===== src/rtl/wprot_seq.sv =====
module wprot_seq #(
  parameter int AW = 13,
  parameter int DW = 8,
  parameter logic [AW-1:0] KEY_HI = 'h1555,
  parameter logic [AW-1:0] KEY_LO = 'h0AAA,
  parameter logic [DW-1:0] D_FIRST = 'hAA,
  parameter logic [DW-1:0] D_SECOND = 'h55,
  parameter logic [DW-1:0] D_ARM = 'hA0,
  parameter logic [DW-1:0] D_EXTEND = 'h80,
  parameter logic [DW-1:0] D_CLEAR = 'h20
) (
  input  logic          clk,
  input  logic          rst_n,
  input  logic          soft_rst,
  input  logic          wr_valid,
  input  logic [AW-1:0] wr_addr,
  input  logic [DW-1:0] wr_data,
  input  logic          pgm_busy,
  output logic          wr_permit,
  output logic          store_en,
  output logic          prot_on
);
  localparam int SW = 3;
  localparam logic [SW-1:0] S_FORK = SW'(2);
  localparam logic [SW-1:0] S_LAST = SW'(5);

  logic [SW-1:0] step;
  logic          win, seen_busy, adv;

  wire at_hi  = (wr_addr == KEY_HI);
  wire at_lo  = (wr_addr == KEY_LO);
  wire k_one  = at_hi && (wr_data == D_FIRST);
  wire k_two  = at_lo && (wr_data == D_SECOND);
  wire live   = wr_valid && !soft_rst;

  always_comb begin
    case (step)
      SW'(0), SW'(3): adv = k_one;
      SW'(1), SW'(4): adv = k_two;
      S_FORK:         adv = at_hi && ((wr_data == D_ARM) || (wr_data == D_EXTEND));
      S_LAST:         adv = at_hi && (wr_data == D_CLEAR);
      default:        adv = 1'b0;
    endcase
  end

  wire is_cmd   = adv || k_one;
  wire arm_done = live && adv && (step == S_FORK) && (wr_data == D_ARM);
  wire clr_done = live && adv && (step == S_LAST);

  assign wr_permit = !prot_on || win;
  assign store_en  = live && !is_cmd && wr_permit;

  always_ff @(posedge clk or negedge rst_n) begin
    if (!rst_n) begin
      step <= '0;
    end else if (soft_rst) begin
      step <= '0;
    end else if (wr_valid) begin
      if (!adv)
        step <= k_one ? SW'(1) : '0;
      else if (arm_done || clr_done)
        step <= '0;
      else
        step <= step + SW'(1);
    end
  end

  always_ff @(posedge clk or negedge rst_n) begin
    if (!rst_n)
      prot_on <= 1'b0;
    else if (arm_done)
      prot_on <= 1'b1;
    else if (clr_done)
      prot_on <= 1'b0;
  end

  always_ff @(posedge clk or negedge rst_n) begin
    if (!rst_n) begin
      win       <= 1'b0;
      seen_busy <= 1'b0;
    end else if (soft_rst || clr_done) begin
      win       <= 1'b0;
      seen_busy <= 1'b0;
    end else if (arm_done) begin
      win       <= 1'b1;
      seen_busy <= 1'b0;
    end else if (win) begin
      if (seen_busy && !pgm_busy) begin
        win       <= 1'b0;
        seen_busy <= 1'b0;
      end else if (pgm_busy) begin
        seen_busy <= 1'b1;
      end
    end
  end
endmodule


===== config.mk =====
export PLATFORM = sky130hd
export DESIGN_NAME = wprot_seq
export DESIGN_NICKNAME = d
export VERILOG_FILES = /design/src/rtl/wprot_seq.sv
export SDC_FILE = /design/constraint.sdc
export NUM_CORES = 1
export LEC_CHECK = 0
export BUFFER_PORTS_ARGS = -buffer_cell sky130_fd_sc_hd__buf_4
export CELL_PAD_IN_SITES_DETAIL_PLACEMENT = 0
export CELL_PAD_IN_SITES_GLOBAL_PLACEMENT = 1
export CORE_MARGIN = 2
export CORE_UTILIZATION = 33
export CTS_BUF_LIST = sky130_fd_sc_hd__clkbuf_8 sky130_fd_sc_hd__clkbuf_16
export DETAILED_ROUTE_END_ITERATION = 7
export PLACE_DENSITY_LB_ADDON = 0.1
export SLEW_MARGIN = 10
export SYNTH_ARGS = -nofsm -noshare
export SYNTH_HDL_FRONTEND = slang
export SYNTH_SLANG_ARGS = --single-unit

===== constraint.sdc =====
create_clock -name clk -period 2.2 [get_ports clk]
set_input_delay 0.44 -clock clk [delete_from_list [all_inputs] [get_ports clk]]
set_output_delay 0.44 -clock clk [all_outputs]
set_load 0.02 [all_outputs]

* Word-level counts from Yosys, hierarchy flattened
Index checks and enable logic that the tools add are counted.
** Word-level totals
- Input port bits :: 26
- Flip-flop bits (word level) :: 6
- Output and inout port bits :: 3
** Cells by class
- Reductions and logical operators :: 29
- Mux-type cells :: 17
- Equality and inequality tests :: 12
- $add $sub $neg :: 1
** Operator list (number)
- == test 8 bit, second input constant :: 3
- == test 13 x 12 -> 1 bit, second input constant :: 1
- == test 13 bit, second input constant :: 1
- logical AND 1 bit :: 12
- 2-to-1 mux 1 bit :: 12
- 2-to-1 mux 3 bit :: 4
- == test 8 x 6 -> 1 bit, second input constant :: 1
- == test 8 x 7 -> 1 bit, second input constant :: 1
- == test 3 x 2 -> 1 bit, second input constant :: 2
- == test 3 bit, second input constant :: 2
- logical OR 1 bit :: 5
- logical NOT 1 bit :: 4
- one-hot mux 1 bit (4 select lines) :: 1
- nonzero test 2 bit :: 2
- nonzero test 4 bit :: 1
- OR reduction 2 bit :: 2
- adder 3 x 1 -> 3 bit, second input constant :: 1
- == test 3 x 1 -> 1 bit, second input constant :: 1
- logical NOT 3 bit :: 1
- nonzero test 3 bit :: 1
- AND reduction 2 bit :: 1

* Depth between registers and ports, before layout
- Word-level depth :: 12
- Mapped depth :: 7

* Worst setup path after synthesis
No wires, ideal clock.
- Path kind :: reg2out
- Start point :: register step[0]
- End point :: output store_en
- Data required time :: 1760 ps
- Arrival time :: 1667 ps
- Buffers on the path :: 0
- Stages on the path, launching flop included :: 7
- Path slack :: 93 ps
- Cells stage by stage :: dfrtp_1 inv_1 ha_1 and3b_1 a41oi_1 o32ai_2 nor3_1
** On the way
- Word-level cells in the longest chain between the ends :: 7
- Elaborated cells between the ends (all ways) :: 13
- Classes of those cells :: eq/ne: 5; mux: 1; reduce/logical: 7
** RTL lines
- from (decl) :: RTL line 27 : logic [SW-1:0] step;
- from (signal assigned) :: RTL line 60 : step <= k_one ? SW'(1) : '0;
- from (signal assigned) :: RTL line 64 : step <= step + SW'(1);
- == test 3 x 1 -> 1 bit, or another cell as far along :: RTL line 37 : case (step)
- OR reduction 2 bit :: RTL line 37
- one-hot mux 1 bit (4 select lines) (*) :: RTL line 37
- logical OR 1 bit (*) :: RTL line 46 : wire is_cmd = adv || k_one;
- logical NOT 1 bit (*) :: RTL line 51 : assign store_en = live && !is_cmd && wr_permit;
- logical AND 1 bit (*) (2 in series) :: RTL line 51
- to (decl) :: RTL line 20 : output logic store_en,
Every way passes the cells marked *; elsewhere a longest branch is shown, timed or not.

* Final worst setup path
Same ends and word-level chain as after synthesis.

==> run summary <==
RSZ-0062 raised after global routing - yes
source of the worst register-to-register timing path - step[1]
outcome - finished clean
DRT Pass-1 Iters - 4
mean routed wirelength per cell - 13.5 µm
r2r setup slk - 0.38 ns
Total GRT Usage - 16.7%
crit share post-route - 99.4%
vias in the first global route - 732
ANT nets after route - 0
die height - 49.9 µm
Max IR drop VDD - 0.360 mV
Mean Syn Cell Area - 8.90 µm²
Diodes inserted - 0
Sink Count - 6
YS warnings - 0
# setup viols final - 0
share of Yosys cell area claimed by the top area cell type - 21.6%
# port buffers - 28
io pins - 29
Startpoint Class - flip-flop
fin cells - 141
die width - 49.9 µm
Pwr Density - 341 nW/µm²
H-tree lvl count - 1
die area - 2490 µm²
Reg2Reg Capture Point - win
Slew HR - 72.6%
WP data required - 1.76 ns
final core occ - 51.8%
Placed Instances - 134
largest net degree at the start of global routing - 9
post-detail-place hpwl - 1.51 mm
Inserted Clock Buffers - 3
total power - 0.351 mW
grt total ovfl - 0
# rows - 16
via count - 773
initial antenna violation count - 0
CP Capture Type - output port
Max Slew Vio Count - 0
Root Driver - clkbuf_8
syn_nets - 109
Max Cap Viol - 0
fillers - 195
maximum clock path buffer count - 2
register area share after synthesis - 21.6%
Clock transition at path regs - 0.04 ns
Initial Utilization - 35.0%
post-synthesis cell type count - 38
Hold Violations, Final - 0
vias per cell - 5.48
final WL - 1.91 mm
clock latency on the worst-skew pair - 0.23 ns
Hold Path Class - in2async
Area contributors post-synth - dfrtp_1 (22%), ha_1 (9.0%), o32ai_2 (4.7%), nand2_1 (4.3%), and4bb_2 (3.6%)
fmax - 457 MHz
Period minus WS final - 2.19 ns
cell taking the most area after synthesis - dfrtp_1
critical path class - reg2out
clk_skew - 0.00179 ns
global-route wire length before repair - 3.22 mm
Reg2Reg Depth - 8
core area - 1980 µm²
Post-Syn Instances - 78
Critical Path AT - 1.75 ns
share of post-route cells with drive strength above 1 - 42.1%
Mapped Area - 694 µm²
Syn-to-layout area delta - 47.9%
initial drt markers - 24
pin slew with the least headroom to its limit - 0.408 ns
CTS tree - done
crit path max fanout - 4
hold buffer count at cts - 0
Leakage - 0.443 nW
final RePlAce weighted congestion - 0.848
flops & latches, synth - 6
nets - 147
DRC viols - 0
## how the worst max path moves through the flow
stage	start	end	cells past startpoint
after floorplan	step[0]	store_en	6
after global placement	step[0]	store_en	7
final	step[0]	store_en	7
after global routing	step[0]	store_en	7
after detailed placement	step[0]	store_en	7
after CTS	step[0]	store_en	7
## critical path, stage by stage (launching register included)
cell	delay (ns)
dfrtp_1	0.38
inv_2	0.07
ha_1	0.21
mux2_1	0.30
nand4_1	0.12
o32ai_2	0.11
nor3_1	0.16
buf_4	0.17
## report_power, final
part / leakage (nW) / switching, mW / internal, mW
registers: 0.0839 / 0.00000000762 / 0.111
clock network: 0.0216 / 0.0526 / 0.118
logic: 0.337 / 0.0291 / 0.0400
total: 0.443 / 0.0817 / 0.269
## repair_timing
item	in CTS	in global routing
endpoints found under the setup margin	1	1
resized for setup	3	0
setup buffers	2	2
pin swaps	1	0
## synthesized netlist by cell type (all sizes together)
cell type / count
nor2b: 3
ha: 5
o2111ai: 2
nand3: 1
a211oi: 1
nand2: 8
nor4: 3
and4b: 2
dfrtp: 6
and4: 2
and4bb: 2
nor3b: 1
and3: 1
nand2b: 3
a21boi: 1
a21oi: 4
o2bb2ai: 1
nor4bb: 2
inv: 7
nand4: 4
a2bb2oi: 1
nor2: 2
o211a: 1
a31o: 1
nor4b: 1
and3b: 2
a41oi: 1
mux2: 1
nor3: 2
o32ai: 3
o21ai: 3
o21a: 1
## kinds of logic after synthesis
| kind of cell | share of synthesized area [%] |
|---|---|
| fa+ha+maj | 9.01 |
| buf+inv | 3.78 |
| mux | 1.62 |
| flops | 21.6 |
| compound gates | 23.8 |
| simple gates | 40.2 |
## per-stage QoR
stage                     setup slack [ns]  area, µm²  setup TNS, ns  hold WS, ns
after floorplan                     0.0930        694              0        0.144
after global placement               0.178        946              0        0.249
after detailed placement             0.135        946              0        0.256
after CTS                          0.00395       1010              0       0.0162
after global routing               -0.0676       1030        -0.0676       0.0116
final                               0.0122       1030              0       0.0160
## cells in the final DEF (no fill, tap or decap), types with 2 or more instances in the layout
cell type  netlist  layout
buf_4            0      33
nand2_1          8       8
dfrtp_1          6       6
inv_1            6       5
nand4_1          4       4
a21oi_1          4       4
ha_1             5       4
nand2b_1         3       3
nor2b_1          3       3
clkbuf_8         0       3
inv_2            1       2
and4bb_2         2       2
and4b_1          2       2
nor3_1           2       2
nor2_1           2       2
and3b_1          2       2
nor4bb_1         2       2
o32ai_2          2       2
o21ai_0          2       2
o2111ai_1        2       2
## layer usage
metal | share of wire (%) | GRT usage (%)
met1 | 44 | 22.3
met4 | 0.58 | 2.78
met3 | 4.7 | 4.85
met5 | 0 | 0
met2 | 51 | 26.9
## final cells by class
| type | instances | area [µm²] | area share (%) |
|---|---|---|---|
| repair buffers | 33 | 248 | 24.1 |
| flip-flops and latches | 6 | 150 | 14.6 |
| clock buffers | 3 | 41.3 | 4.02 |
| well taps | 27 | 33.8 | 3.29 |
| multi-input cells | 65 | 528 | 51.4 |
| inverters | 7 | 26.3 | 2.56 |
## sequential cells by signal, indices dropped and copies added (netlist names)
signal     count
prot_on        1
seen_busy      1
step           3
win            1
No activity file was read; power rests on OpenSTA's default activity.
